--- src/rtl/irq_src_pkg.sv ---
`timescale 1ns/1ps
package irq_src_pkg;

  localparam logic [2:0] MD_OFF    = 3'd0;
  localparam logic [2:0] MD_DETACH = 3'd1;
  localparam logic [2:0] MD_RISE   = 3'd4;
  localparam logic [2:0] MD_FALL   = 3'd5;
  localparam logic [2:0] MD_HIGH   = 3'd6;
  localparam logic [2:0] MD_LOW    = 3'd7;

  localparam logic [3:0] OP_CFG       = 4'd0;
  localparam logic [3:0] OP_SETP_NUM  = 4'd1;
  localparam logic [3:0] OP_CLRP_NUM  = 4'd2;
  localparam logic [3:0] OP_SETE_NUM  = 4'd3;
  localparam logic [3:0] OP_CLRE_NUM  = 4'd4;
  localparam logic [3:0] OP_SETP_MAP  = 4'd5;
  localparam logic [3:0] OP_CLRP_MAP  = 4'd6;
  localparam logic [3:0] OP_SETE_MAP  = 4'd7;
  localparam logic [3:0] OP_CLRE_MAP  = 4'd8;

  localparam logic [2:0] RK_PEND  = 3'd0;
  localparam logic [2:0] RK_INPUT = 3'd1;
  localparam logic [2:0] RK_ENA   = 3'd2;
  localparam logic [2:0] RK_ZERO  = 3'd3;
  localparam logic [2:0] RK_CFG   = 3'd4;

  localparam int DELEG_BIT = 10;

  typedef struct packed {
    logic       del;
    logic [2:0] mode;
  } src_cfg_t;

endpackage

--- src/rtl/irq_cmd_decode.sv ---
`timescale 1ns/1ps
module irq_cmd_decode
  import irq_src_pkg::*;
#(
  parameter int NUM_SRC   = 31,
  parameter int SEL_W     = 10,
  parameter bit HAS_CHILD = 1'b1
) (
  input  logic               cmd_valid,
  input  logic [3:0]         cmd_op,
  input  logic [SEL_W-1:0]   cmd_sel,
  input  logic [31:0]        cmd_data,
  output logic [NUM_SRC:1]   set_ip,
  output logic [NUM_SRC:1]   clr_ip,
  output logic [NUM_SRC:1]   set_ie,
  output logic [NUM_SRC:1]   clr_ie,
  output logic [NUM_SRC:1]   cfg_we,
  output src_cfg_t           cfg_new
);

  // configuration value to store; delegate drops the mode
  always_comb begin
    cfg_new = '0;
    if (cmd_data[DELEG_BIT]) begin
      cfg_new.del = HAS_CHILD;
    end else begin
      cfg_new.mode = cmd_data[2:0];
    end
  end

  for (genvar s = 1; s <= NUM_SRC; s++) begin : g_src
    localparam int WORD = s / 32;
    localparam int BIT  = s % 32;
    logic hit_num;
    logic hit_map;
    assign hit_num = (cmd_data == 32'(s));
    assign hit_map = (cmd_sel == SEL_W'(WORD)) && cmd_data[BIT];

    assign set_ip[s] = cmd_valid && ((cmd_op == OP_SETP_NUM && hit_num) ||
                                     (cmd_op == OP_SETP_MAP && hit_map));
    assign clr_ip[s] = cmd_valid && ((cmd_op == OP_CLRP_NUM && hit_num) ||
                                     (cmd_op == OP_CLRP_MAP && hit_map));
    assign set_ie[s] = cmd_valid && ((cmd_op == OP_SETE_NUM && hit_num) ||
                                     (cmd_op == OP_SETE_MAP && hit_map));
    assign clr_ie[s] = cmd_valid && ((cmd_op == OP_CLRE_NUM && hit_num) ||
                                     (cmd_op == OP_CLRE_MAP && hit_map));
    assign cfg_we[s] = cmd_valid && (cmd_op == OP_CFG) &&
                       (cmd_sel == SEL_W'(s));
  end

endmodule

--- src/rtl/irq_src_slot.sv ---
`timescale 1ns/1ps
module irq_src_slot
  import irq_src_pkg::*;
#(
  parameter bit MSG_MODE = 1'b0
) (
  input  logic     clk,
  input  logic     rst_n,
  input  logic     lvl,
  input  logic     set_ip,
  input  logic     clr_ip,
  input  logic     set_ie,
  input  logic     clr_ie,
  input  logic     cfg_we,
  input  src_cfg_t cfg_new,
  output logic     pend,
  output logic     en,
  output logic     samp,
  output src_cfg_t cfg
);

  logic hw_hit;
  logic live;
  logic is_level;
  logic sw_set_ok;
  logic sw_clr_ok;
  logic pend_d;
  logic en_d;

  // trigger condition from the stored mode
  always_comb begin
    unique case (cfg.mode)
      MD_RISE: hw_hit = lvl & ~samp;
      MD_FALL: hw_hit = ~lvl & samp;
      MD_HIGH: hw_hit = lvl;
      MD_LOW:  hw_hit = ~lvl;
      default: hw_hit = 1'b0;
    endcase
    if (cfg.del) hw_hit = 1'b0;
  end

  assign live      = !cfg.del && (cfg.mode == MD_DETACH || cfg.mode[2]);
  assign is_level  = (cfg.mode == MD_HIGH) || (cfg.mode == MD_LOW);
  assign sw_set_ok = live && (!is_level || MSG_MODE);
  assign sw_clr_ok = live && !is_level;

  // hardware set wins over a same-cycle software clear
  assign pend_d = hw_hit | (pend & ~(clr_ip & sw_clr_ok)) | (set_ip & sw_set_ok);
  assign en_d   = (en & ~(clr_ie & live)) | (set_ie & live);

  always_ff @(posedge clk) begin
    if (!rst_n) begin
      pend <= 1'b0;
      en   <= 1'b0;
      samp <= 1'b0;
      cfg  <= '0;
    end else begin
      samp <= lvl;
      if (cfg_we) begin
        cfg <= cfg_new;
        if (cfg_new == '0 || cfg_new.del) begin
          pend <= 1'b0;
          en   <= 1'b0;
        end else begin
          pend <= pend_d;
          en   <= en_d;
        end
      end else begin
        pend <= pend_d;
        en   <= en_d;
      end
    end
  end

endmodule

--- src/rtl/irq_read_mux.sv ---
`timescale 1ns/1ps
module irq_read_mux
  import irq_src_pkg::*;
#(
  parameter int NUM_SRC = 31,
  parameter int SEL_W   = 10
) (
  input  logic [NUM_SRC:1]            pend_v,
  input  logic [NUM_SRC:1]            en_v,
  input  logic [NUM_SRC:1]            in_v,
  input  src_cfg_t [NUM_SRC:1]        cfg_v,
  input  logic [2:0]                  rd_kind,
  input  logic [SEL_W-1:0]            rd_sel,
  output logic [31:0]                 rd_data
);

  localparam int NWORDS = (NUM_SRC + 32) / 32;
  localparam int PADW   = NWORDS * 32;

  logic [PADW-1:0] pend_pad;
  logic [PADW-1:0] en_pad;
  logic [PADW-1:0] in_pad;

  always_comb begin
    pend_pad = '0;
    en_pad   = '0;
    in_pad   = '0;
    pend_pad[NUM_SRC:1] = pend_v;
    en_pad[NUM_SRC:1]   = en_v;
    in_pad[NUM_SRC:1]   = in_v;
  end

  always_comb begin
    rd_data = '0;
    if (rd_kind == RK_CFG) begin
      for (int s = 1; s <= NUM_SRC; s++) begin
        if (rd_sel == SEL_W'(s)) begin
          rd_data[DELEG_BIT] = cfg_v[s].del;
          rd_data[2:0]       = cfg_v[s].mode;
        end
      end
    end else begin
      for (int w = 0; w < NWORDS; w++) begin
        if (rd_sel == SEL_W'(w)) begin
          unique case (rd_kind)
            RK_PEND:  rd_data = pend_pad[w*32 +: 32];
            RK_INPUT: rd_data = in_pad[w*32 +: 32];
            RK_ENA:   rd_data = en_pad[w*32 +: 32];
            default:  rd_data = '0;
          endcase
        end
      end
    end
  end

endmodule

--- src/rtl/irq_source_ctrl.sv ---
`timescale 1ns/1ps
module irq_source_ctrl
  import irq_src_pkg::*;
#(
  parameter int NUM_SRC   = 31,
  parameter int SEL_W     = 10,
  parameter bit HAS_CHILD = 1'b1,
  parameter bit MSG_MODE  = 1'b0
) (
  input  logic               clk,
  input  logic               rst_n,
  input  logic [NUM_SRC:1]   src_lvl,
  input  logic               cmd_valid,
  output logic               cmd_ready,
  input  logic [3:0]         cmd_op,
  input  logic [SEL_W-1:0]   cmd_sel,
  input  logic [31:0]        cmd_data,
  input  logic [2:0]         rd_kind,
  input  logic [SEL_W-1:0]   rd_sel,
  output logic [31:0]        rd_data,
  output logic [NUM_SRC:1]   req_vec
);

  logic [NUM_SRC:1]     set_ip;
  logic [NUM_SRC:1]     clr_ip;
  logic [NUM_SRC:1]     set_ie;
  logic [NUM_SRC:1]     clr_ie;
  logic [NUM_SRC:1]     cfg_we;
  src_cfg_t             cfg_new;
  logic [NUM_SRC:1]     pend_v;
  logic [NUM_SRC:1]     en_v;
  logic [NUM_SRC:1]     in_v;
  src_cfg_t [NUM_SRC:1] cfg_v;

  assign cmd_ready = 1'b1;

  irq_cmd_decode #(
    .NUM_SRC(NUM_SRC), .SEL_W(SEL_W), .HAS_CHILD(HAS_CHILD)
  ) u_dec (
    .cmd_valid(cmd_valid), .cmd_op(cmd_op), .cmd_sel(cmd_sel),
    .cmd_data(cmd_data), .set_ip(set_ip), .clr_ip(clr_ip),
    .set_ie(set_ie), .clr_ie(clr_ie), .cfg_we(cfg_we), .cfg_new(cfg_new)
  );

  for (genvar s = 1; s <= NUM_SRC; s++) begin : g_slot
    irq_src_slot #(.MSG_MODE(MSG_MODE)) u_slot (
      .clk(clk), .rst_n(rst_n), .lvl(src_lvl[s]),
      .set_ip(set_ip[s]), .clr_ip(clr_ip[s]),
      .set_ie(set_ie[s]), .clr_ie(clr_ie[s]),
      .cfg_we(cfg_we[s]), .cfg_new(cfg_new),
      .pend(pend_v[s]), .en(en_v[s]), .samp(in_v[s]), .cfg(cfg_v[s])
    );
  end

  irq_read_mux #(.NUM_SRC(NUM_SRC), .SEL_W(SEL_W)) u_rd (
    .pend_v(pend_v), .en_v(en_v), .in_v(in_v), .cfg_v(cfg_v),
    .rd_kind(rd_kind), .rd_sel(rd_sel), .rd_data(rd_data)
  );

  assign req_vec = pend_v & en_v;

endmodule

--- config.mk ---
export PLATFORM = sky130hd
export DESIGN_NAME = irq_source_ctrl
export DESIGN_NICKNAME = d
export VERILOG_FILES = /design/src/rtl/irq_src_pkg.sv /design/src/rtl/irq_cmd_decode.sv /design/src/rtl/irq_src_slot.sv /design/src/rtl/irq_read_mux.sv /design/src/rtl/irq_source_ctrl.sv
export SDC_FILE = /design/constraint.sdc
export NUM_CORES = 1
export LEC_CHECK = 0
export BUFFER_PORTS_ARGS = -buffer_cell sky130_fd_sc_hd__clkbuf_2
export CORE_MARGIN = 2
export CORE_UTILIZATION = 67
export CTS_BUF_LIST = sky130_fd_sc_hd__clkbuf_4
export DETAILED_ROUTE_END_ITERATION = 8
export PLACE_DENSITY = 0.89
export SLEW_MARGIN = 25
export SYNTH_ARGS = -nofsm -noshare
export SYNTH_HDL_FRONTEND = slang
export SYNTH_HIERARCHICAL = 1
export SYNTH_SLANG_ARGS = --single-unit
--- constraint.sdc ---
create_clock -name clk -period 6.4 [get_ports clk]
set_clock_uncertainty 0.15 [all_clocks]
set_input_delay 0.96 -clock clk [delete_from_list [all_inputs] [get_ports clk]]
set_output_delay 0.96 -clock clk [all_outputs]
set_load 0.02 [all_outputs]
### Word-level counts from Yosys, hierarchy flattened

Index checks and enable logic that the tools add are counted.

| operators by class | value |
|---|---|
| bitwise gates (word level) | 466 |
| muxes and demuxes | 256 |
| reduce and logical (&&, ||, !) cells | 751 |
| equality and inequality tests | 259 |

Operators with widths:

| operator | count |
|---|---|
| equality test 32 x 5 -> 1 bit (second input constant) | 16 |
| logical AND 1 bit | 497 |
| equality test 3 bit (second input constant) | 125 |
| equality test 10 x 5 -> 1 bit (second input constant) | 32 |
| equality test 32 x 4 -> 1 bit (second input constant) | 8 |
| bitwise AND 1 bit | 248 |
| two-way mux 1 bit | 188 |
| logical OR 1 bit | 187 |
| equality test 10 x 4 -> 1 bit (second input constant) | 16 |
| equality test 32 x 3 -> 1 bit (second input constant) | 4 |
| inverter 1 bit | 124 |
| case mux 1 bit (4 select lines) | 31 |
| two-way mux 3 bit | 33 |
| equality test 3 x 1 -> 1 bit (second input constant) | 32 |
| case mux 32 bit (3 select lines) | 1 |
| bitwise OR 1 bit | 93 |
| equality test 10 x 3 -> 1 bit (second input constant) | 8 |
| equality test 32 x 2 -> 1 bit (second input constant) | 2 |
| zero test 1 bit | 62 |
| equality test 10 x 2 -> 1 bit (second input constant) | 4 |
| equality test 32 x 1 -> 1 bit (second input constant) | 1 |
| two-way mux 32 bit | 1 |
| bitwise AND 31 bit | 1 |
| two-way mux 21 bit | 1 |
| other kinds (10) | 17 |

| word-level totals | value |
|---|---|
| register bits | 217 |
| output and inout port bits | 64 |
| logic and storage cells | 1887 |

### Depth between registers and ports, before layout

Gate-level depths: netlist of run 1.

| logic depth | value |
|---|---|
| word-level depth | 33 |
| gate-level depth with buffers | 9 |

### Hierarchy

The synthesis of run 1 kept the hierarchy.

Modules (own cells, without submodules):

| module | times used | area each (um^2) | cells an instance | sequential area each (um^2) |
|---|---|---|---|---|
| irq_src_slot | 31 | 331.6 | 37 | 140.1 |
| irq_read_mux | 1 | 2673.8 | 406 | 0.0 |
| irq_cmd_decode | 1 | 1901.8 | 289 | 0.0 |
| irq_source_ctrl | 1 | 205.2 | 33 | 0.0 |

### Worst setup path before layout of run 1

No wires, ideal clock.

| path | value |
|---|---|
| kind | input -> register |
| start | input cmd_data[0] |
| end | register g_slot[13].u_slot.pend |
| library setup time | 70 ps |
| arrival time | 3827 ps |
| path buffers | 1 |
| cell stages on the path | 6 |
| path slack | 2353 ps |
| data required time | 6180 ps |
| cells stage by stage | clkbuf_1 -> nor2b_1 -> nor3_1 -> o21ai_0 -> nand2_1 -> a21oi_1 |

RTL lines:

| element | line | text |
|---|---|---|
| start, declared | irq_source_ctrl.sv:17 | `input logic [31:0] cmd_data,` |
| end signal, assigned | irq_src_slot.sv:65 | `pend <= pend_d;` |
| end signal, assigned | irq_src_slot.sv:69 | `pend <= pend_d;` |
| end, declared | irq_src_slot.sv:16 | `output logic pend,` |

### Worst setup path after layout of run 1

| path | value |
|---|---|
| start | input rd_sel[0] |
| end | output rd_data[2] |

| between the ends | value |
|---|---|
| longest elaborated chain between the ends | 33 |

RTL lines:

| element | line | text |
|---|---|---|
| start, declared | irq_source_ctrl.sv:19 | `input logic [SEL_W-1:0] rd_sel,` |
| equality test 10 x 1 -> 1 bit | irq_read_mux.sv:37 | `if (rd_sel == SEL_W'(s)) begin` |
| two-way mux 3 bit (31 in a row) | irq_read_mux.sv:37 |  |
| two-way mux 3 bit * | irq_read_mux.sv:35 | `if (rd_kind == RK_CFG) begin` |
| end, declared | irq_source_ctrl.sv:20 | `output logic [31:0] rd_data,` |

Every way passes the cells marked *; elsewhere a longest branch is shown, timed or not.

==> out/metrics.csv, run 1 <==
stage,metric,value,unit
detailed_routing,drt wl/cell,23.02,um
setup_path,reg2reg start,g_slot[20].u_slot/cfg[0]$_SDFFE_PN0P_,
timing,fmax,215.3,MHz
yosys,register area share after synthesis,0.2885,
yosys,synthesized instance count,1875,
power_and_ir_drop,"IR drop worst, VDD",0.0001554,V
detailed_routing,Routed Antenna Nets,0,
detailed_routing,Vias,16027,
yosys,"count leader, synth",dfxtp_1,
yosys,library cells used by synthesis,79,
yosys,"EDFF count, synth",0,
setup_path,nature of the critical path endpoint,output pin,
hold_path,worst hold start,src_lvl[6],
power_and_ir_drop,pwr dens,173.4,mW/mm^2
place,I/O Buffers,155,
setup_path,CP Max Fanout,64,
yosys,syn avg cell area,8.032,um^2
floorplan,Total Die Area,0.02369,mm^2
timing,total negative slack,0,ns
global_routing,first-pass GRT wire length,82.28,mm
yosys,dominant synthesized flop cell,dfxtp_1,
global_routing,gr ovfl total,0,
yosys,synthesis-stage register bit count,217,
yosys,fraction of registers with async set/reset,0,
timing,pins over their slew limit,0,
floorplan,FP Rows,54,
detailed_routing,DR iter-0 viols,1884,
global_routing,initial antenna violation count,1,
yosys,Area contributors post-synth,"dfxtp_1 29%, mux2i_1 12%, nor2b_1 7.1%",
cts,Root Buffer,clkbuf_4,
cts,# clock sinks,217,
timing,"Hold Vio Cnt, Final",0,
setup_path,kind of start point of the critical path,input port,
setup_path,Crit path arrival time,3.53,ns
yosys,Yosys top cell area share,0.2885,
floorplan,starting density of the core,0.6858,
hold_path,Worst Hold End,g_slot[6].u_slot/samp$_SDFF_PN0_,
place,Post-DP Area,0.01591,mm^2
global_routing,largest net degree at the start of global routing,124,
cts,clk_lat worst skew,0.71,ns
setup_path,R2R setup slack,5.02,ns
place,GPL Wtd Cong,1.019,
timing,period utilization,0.7256,
timing,Worst Slack Setup Final,1.756,ns
detailed_routing,Avg Vias per Cell,6.899,
yosys,yosys warns,6,
setup_path,r2r endpoint,g_slot[20].u_slot/en$_SDFF_PN0_,
finish,synthesis-to-layout area growth,10.25,%
cts,hold_buf cts,0,
run,Max Cap Viol,0,
timing,Max-slew headroom,0.2533,
timing,RSZ-0062 raised after global routing,no,
hold_path,Hold Path Class,input port to flip-flop,
finish,Final Cell Area,0.01660,mm^2
place,dpl hpwl,36.66,mm
setup_path,number of cells on the worst reg-to-reg path,3,
timing,"Setup violations, final",0,
detailed_routing,DR pass1 iterations,6,
floorplan,# IOs,157,
detailed_routing,final wirelength,53.48,mm
place,pre-CTS setup slack,1.839,ns
yosys,"top cells by count, synth","217 x dfxtp_1, 198 x nor2_1, 180 x mux2i_1, 170 x nor2b_1, 116 x a21oi_1",
yosys,leading area contributor after synthesis,dfxtp_1,
finish,fill count,1626,
cts,clock slew at reported path FFs,0.07,ns
yosys,Post-Syn Area,0.01506,mm^2
timing,Worst Max-Slew Pin Slew,1.120,ns
cts,post_cts resized,0,
setup_path,critical path type,input port to output pin,
yosys,Mapped Nets,1968,
floorplan,Die X,153.9,um
run_status,status,"finished, final reports clean",
power_and_ir_drop,Pwr Total,2.879,mW
global_routing,vias in the first global route,15065,
power_and_ir_drop,Leak,5.431,nW
finish,post-layout util,0.7561,
cts,setup repair bufs after CTS,0,
cts,Num CTS Buffers,57,
cts,CTS tree,yes,
floorplan,Vert. Die Dim,153.9,um
detailed_routing,Residual DRC,0,
cts,CTS max path bufs,3,
finish,layout cell share with drive strength beyond 1,0.1779,
cts,# H-tree levels,2,
finish,nets@finish,2098,
hold_path,Hold Path Cell Cnt,2,
setup_path,CP required,5.29,ns
global_routing,GR Util All Layers,0.4352,
timing,Tmin final,4.644,ns
floorplan,Core Footprint,0.02196,mm^2
## stage by stage
| step | std cells | hold slack [ns] |
|---|---|---|
| 2_1_floorplan | 1875 | 0.2990 |
| 3_3_place_gp | 2226 | 0.3153 |
| 3_5_place_dp | 2226 | 0.3238 |
| 4_1_cts | 2321 | 0.3220 |
| 5_1_grt | 2323 | 0.3365 |
| 6_report | 2323 | 0.3335 |
## cell families (layout without fill, tap and decap cells)
kind of cell           after synthesis  after routing  synth area share
AO/OA/AOI/OAI                      538            538            0.2583
buffers and inverters              204            370           0.05957
flip-flops                         217            217            0.2885
multiplexers                       189            189            0.1291
other                                1              3         0.0002490
AND/OR/NAND/NOR                    726            726            0.2643
## metal layers
metal  track usage  part of all wire  vias up
li1              -                 -     7105
met1        0.5560              0.38     7442
met2        0.6928              0.44     1196
met3       0.08033              0.12      284
met4        0.2510             0.062        0
met5             0                 0        -
## final cells by class
type                            count  area, um^2  share of cell area
Multi-Input combinational cell   1454        9906              0.5966
Sequential cell                   217        4344              0.2616
Timing Repair Buffer              176       942.2             0.05674
Clock buffer                       87       653.1             0.03934
Inverter                           99       371.6             0.02238
Tap cell                          280       350.3             0.02110
Clock inverter                      8       31.28            0.001884
Antenna cell                        2       5.005           0.0003014
## layout by cell type (no fill, tap or decap), drive strengths merged, types with 66 or more instances in the layout
cell type,n
and2,66
clkbuf,240
nand2b,74
nand2,66
nor2b,170
o211ai,66
mux2i,180
a22o,85
a21oi,147
dfxtp,217
inv,100
nor2,198
## sequential cells by signal (all words and copies together), names as in the netlist
signal / cells
g_slot.u_slot/samp: 31
g_slot.u_slot/pend: 31
g_slot.u_slot/cfg: 124
g_slot.u_slot/en: 31
## worst max-delay path, stage by stage
cell and delay (ns):
buf_4 0.63, buf_4 0.40, inv_2 0.15, o211a_1 0.25, o221ai_1 0.22, a221oi_2 0.11
o31ai_1 0.44, o211ai_1 0.15, clkbuf_2 0.18
## power breakdown
group,leakage [nW],switching (mW),total (mW),internal [mW]
logic,3.26,0.207,0.311,0.104
clock network,0.418,0.591,1.20,0.609
registers,1.76,0.00750,1.37,1.36
total,5.43,0.806,2.88,2.07
## worst max-delay path by stage
stage,cells past startpoint,startpoint,end
after global placement,9,rd_sel[0],rd_data[2]
after detailed placement,9,rd_sel[0],rd_data[2]
after global routing,9,rd_sel[0],rd_data[2]
after floorplan,6,cmd_data[0],g_slot[13].u_slot/pend$_SDFF_PN0_
final,9,rd_sel[0],rd_data[2]
after CTS,9,rd_sel[0],rd_data[2]
Power figures use the tool's default switching activity.
==> inputs of run 2 (changes only) <==
--- a/config.mk
+++ b/config.mk
@@ -5,12 +5,13 @@
 export SDC_FILE = /design/constraint.sdc
 export NUM_CORES = 1
 export LEC_CHECK = 0
+export ABC_AREA = 1
 export BUFFER_PORTS_ARGS = -buffer_cell sky130_fd_sc_hd__clkbuf_2
 export CORE_MARGIN = 2
-export CORE_UTILIZATION = 67
+export CORE_UTILIZATION = 57
 export CTS_BUF_LIST = sky130_fd_sc_hd__clkbuf_4
 export DETAILED_ROUTE_END_ITERATION = 8
-export PLACE_DENSITY = 0.89
+export PLACE_DENSITY = 0.8
 export SLEW_MARGIN = 25
 export SYNTH_ARGS = -nofsm -noshare
 export SYNTH_HDL_FRONTEND = slang
==> constraint.sdc (replaced) <==
create_clock -name clk -period 3.9 [get_ports clk]
set_clock_uncertainty 0.15 [all_clocks]
set_input_delay 0.585 -clock clk [delete_from_list [all_inputs] [get_ports clk]]
set_output_delay 0.585 -clock clk [all_outputs]
set_load 0.02 [all_outputs]
==> run 2 against run 1 <==
  * Count of clock-buffer cells in the layout rose by 11
  * Cell count grew 53%
  * Cell area grew 18%
  * Register-to-register slack got worse by 2.5 ns
  * Combinational power grew 79%
  * Worst setup slack worse by 1.7 ns
  * Critical path depth rose by 13
  * Sequential share of layout area is 3.9 points lower
  * Synthesized cell count grew 56%
  * Total power up 76%
==> out/metrics.csv, run 2 <==
stage,metric,value,unit,change
floorplan,Core Footprint,0.02948,mm^2,+34%
detailed_routing,Vias,20944,,+31%
finish,post-layout util,0.6642,,-0.09192
yosys,Post-Syn Area,0.01700,mm^2,+13%
cts,# clock sinks,217,,unchanged
timing,RSZ-0062 raised after global routing,yes,,
finish,synthesis-to-layout area growth,15.19,%,
yosys,leading area contributor after synthesis,dfxtp_1,,
power_and_ir_drop,combinational power share,0.110,,+0.002
yosys,register area share after synthesis,0.2556,,-0.03291
global_routing,first-pass GRT wire length,101.5,mm,+23%
yosys,library cells used by synthesis,38,,-52%
power_and_ir_drop,Clock Power Share,0.448,,+0.031
finish,final non-filler cell total,3561,,+53%
timing,Max-slew headroom,0.3516,,+0.09833
timing,Tmin final,3.800,ns,
yosys,synthesis-stage register bit count,217,,unchanged
finish,Top reg by flops,g_slot.u_slot/cfg,,
yosys,fraction of registers with async set/reset,0,,unchanged
setup_path,Crit path arrival time,3.07,ns,-0.46 ns
timing,Final Hold Slack,0.02303,ns,-0.3104 ns
timing,Worst Max-Slew Pin Slew,0.9711,ns,-0.1489 ns
hold_path,Hold Path Class,input port to flip-flop,,
detailed_routing,DR iter-0 viols,2430,,+29%
cts,CTS max path bufs,3,,unchanged
cts,clock slew at reported path FFs,0.06,ns,about the same
setup_path,CP Max Fanout,8,,-88%
setup_path,reg2reg start,g_slot[26].u_slot/cfg[1]$_SDFFE_PN0P_,,
finish,Final Cell Area,0.01958,mm^2,+18%
cts,Num CTS Buffers,68,,+19%
yosys,Area contributors post-synth,"dfxtp_1 26%, nand2_1 19%, inv_1 9.1%",,
power_and_ir_drop,NetSw,1.479,mW,+84%
detailed_routing,Residual DRC,0,,unchanged
yosys,Mapped Nets,3016,,+53%
detailed_routing,Avg Vias per Cell,5.881,,-15%
yosys,syn avg cell area,5.816,um^2,-28%
global_routing,gr ovfl total,0,,unchanged
global_routing,largest net degree at the start of global routing,125,,+0.81%
global_routing,GR Util All Layers,0.4153,,-0.01998
yosys,"count leader, synth",nand2_1,,
yosys,yosys warns,6,,unchanged
yosys,Yosys top cell area share,0.2556,,-0.03291
yosys,dominant synthesized flop cell,dfxtp_1,,
setup_path,kind of start point of the critical path,input port,,
finish,layout cell share with drive strength beyond 1,0.1869,,+0.009015
place,dpl cells,3411,,+53%
cts,CTS tree,yes,,
detailed_routing,drt wl/cell,18.67,um,-19%
detailed_routing,DR pass1 iterations,6,,unchanged
power_and_ir_drop,pwr dens,259.1,mW/mm^2,+49%
yosys,synthesized instance count,2923,,+56%
finish,max reg flops,124,,unchanged
power_and_ir_drop,Pwr Total,5.074,mW,+76%
power_and_ir_drop,Flop pwr share,0.442,,-0.033
setup_path,CP required,3.16,ns,-2.13 ns
finish,"commonest non-fill, non-tap cell in the layout",nand2_1,,
cts,# H-tree levels,3,,+1
global_routing,vias in the first global route,19232,,+28%
global_routing,initial antenna violation count,2,,+1
timing,period utilization,0.9744,,
yosys,"top cells by count, synth","870 x nand2_1, 412 x inv_1, 250 x nand3_1, 232 x nor2_1, 218 x a21oi_1",,
yosys,"EDFF count, synth",0,,unchanged
hold_path,worst hold start,src_lvl[11],,
place,I/O Buffers,155,,unchanged
floorplan,Vert. Die Dim,176.7,um,+15%
floorplan,FP Rows,63,,+17%
place,Post-DP Area,0.01827,mm^2,+15%
setup_path,nature of the critical path endpoint,output pin,,
setup_path,critical path type,input port to output pin,,
power_and_ir_drop,internal power,3.595,mW,+73%
floorplan,Die X,176.7,um,+15%
place,GPL Wtd Cong,1.027,,+0.79%
setup_path,CP max stage delay,0.16,ns,-0.47 ns
run_status,status,"finished, final reports clean",,
power_and_ir_drop,Leak,8.367,nW,+54%
run,Max Cap Viol,0,,unchanged
setup_path,Worst path most repeated cell,nand4_1,,
setup_path,crit path cell chain,buf_4 -> nor2_8 -> buf_4 -> buf_6 -> nand3_1 -> and3_1 -> nand4_1 -> nor2_1 -> nand4_1 -> nor2_2 -> nand4_1 -> nor2_1 -> nand4_1 -> nor2_2 -> nand4_1 -> nand2_1 -> nand4_1 -> nand2_1 -> nand4_1 -> nand2_1 -> nand2_2 -> buf_6,,
cts,Root Buffer,clkbuf_4,,
timing,pins over their slew limit,0,,unchanged
cts,clk_lat worst skew,0.72,ns,about the same
timing,"Setup violations, final",0,,unchanged
floorplan,Total Die Area,0.03122,mm^2,+32%
setup_path,"Slowest-stage cell, CP",nor2_2,,
detailed_routing,final wirelength,66.47,mm,+24%
power_and_ir_drop,Net Sw Frac,0.2914,,+0.01151
timing,"Hold Vio Cnt, Final",0,,unchanged
power_and_ir_drop,"IR drop worst, VDD",0.0002048,V,+32%
floorplan,# IOs,157,,unchanged
floorplan,starting density of the core,0.5766,,-0.1092
finish,"commonest non-fill, non-tap cells in the layout","861 x nand2_1, 411 x inv_1, 249 x nand3_1, 223 x nor2_1, 217 x a21oi_1",,
detailed_routing,Routed Antenna Nets,0,,unchanged
place,dpl hpwl,46.41,mm,+27%
setup_path,CP startpoint,rd_sel[9],,
finish,nets@finish,3223,,+54%
timing,fmax,263.2,MHz,
## run 2: cell families (layout without fill, tap and decap cells)
| kind of cell | count (synthesis) | in the layout | share of synthesized area |
|---|---|---|---|
| DFF | 217 | 217 | 0.2556 |
| buffers and inverters | 596 | 841 | 0.1360 |
| AOI/OAI and AO/OA | 445 | 445 | 0.1727 |
| and+or+nand+nor | 1664 | 1664 | 0.4355 |
| other | 1 | 4 | 0.0002206 |
## run 2: layout make-up
| class | instances | area [um^2] |
|---|---|---|
| Sequential cell | 217 | 4362 |
| Multi-Input combinational cell | 2110 | 10480 |
| Inverter | 494 | 1863 |
| Antenna cell | 3 | 7.507 |
| Timing Repair Buffer | 239 | 1572 |
| Clock buffer | 98 | 735.7 |
| Fill cell | 2811 | 9899 |
| Clock inverter | 10 | 77.57 |
| Tap cell | 390 | 488.0 |
## run 2: final timing paths
path                                                           to  slack [ns]  cells after the start
worst max-delay path                                   rd_data[2]         0.1                     22
worst min-delay path            g_slot[11].u_slot/samp$_SDFF_PN0_        0.02                      3
worst max register to register  g_slot[26].u_slot/pend$_SDFF_PN0_        2.56                      9
worst min register to register    g_slot[26].u_slot/en$_SDFF_PN0_        0.34                      2
## run 2: metal layers
metal | global-route usage | wire, um | vias to the layer above
met1 | 0.5252 | 25660 | 9463
li1 | - | - | 9904
met5 | 0 | 0 | -
met2 | 0.6670 | 29070 | 1288
met4 | 0.2187 | 3699 | 0
met3 | 0.08441 | 8048 | 289
## run 2: power groups by stage
stage | Clock (mW) | Combinational [mW] | Sequential, mW
after floorplan | 0 | 0.257 | 2.29
after global placement | 0 | 0.484 | 2.29
after detailed placement | 0 | 0.497 | 2.29
after CTS | 2.29 | 0.522 | 2.24
after global routing | 2.44 | 0.591 | 2.24
final | 2.27 | 0.556 | 2.24
## run 2: worst max-delay path, delay by kind of cell
kind,cells,cell delay [ns]
buffers and inverters,4,0.53
and+or+nand+nor,18,1.93
## run 2: timing repair
action                                  in CTS  in global routing
buffers inserted                             0                 10
hold buffers                                29                  0
endpoints found under the setup margin       0                  4
resized for setup                            0                 56
hold endpoints to repair                    29                  0
## run 2: through the flow
step / setup TNS (ns) / setup WS, ns
CTS: 0 / 0.01068
floorplan: 0 / 0.6885
detailed placement: 0 / 0.06366
global route: -0.2487 / -0.1048
finish: 0 / 0.09999
global placement: 0 / 0.06850
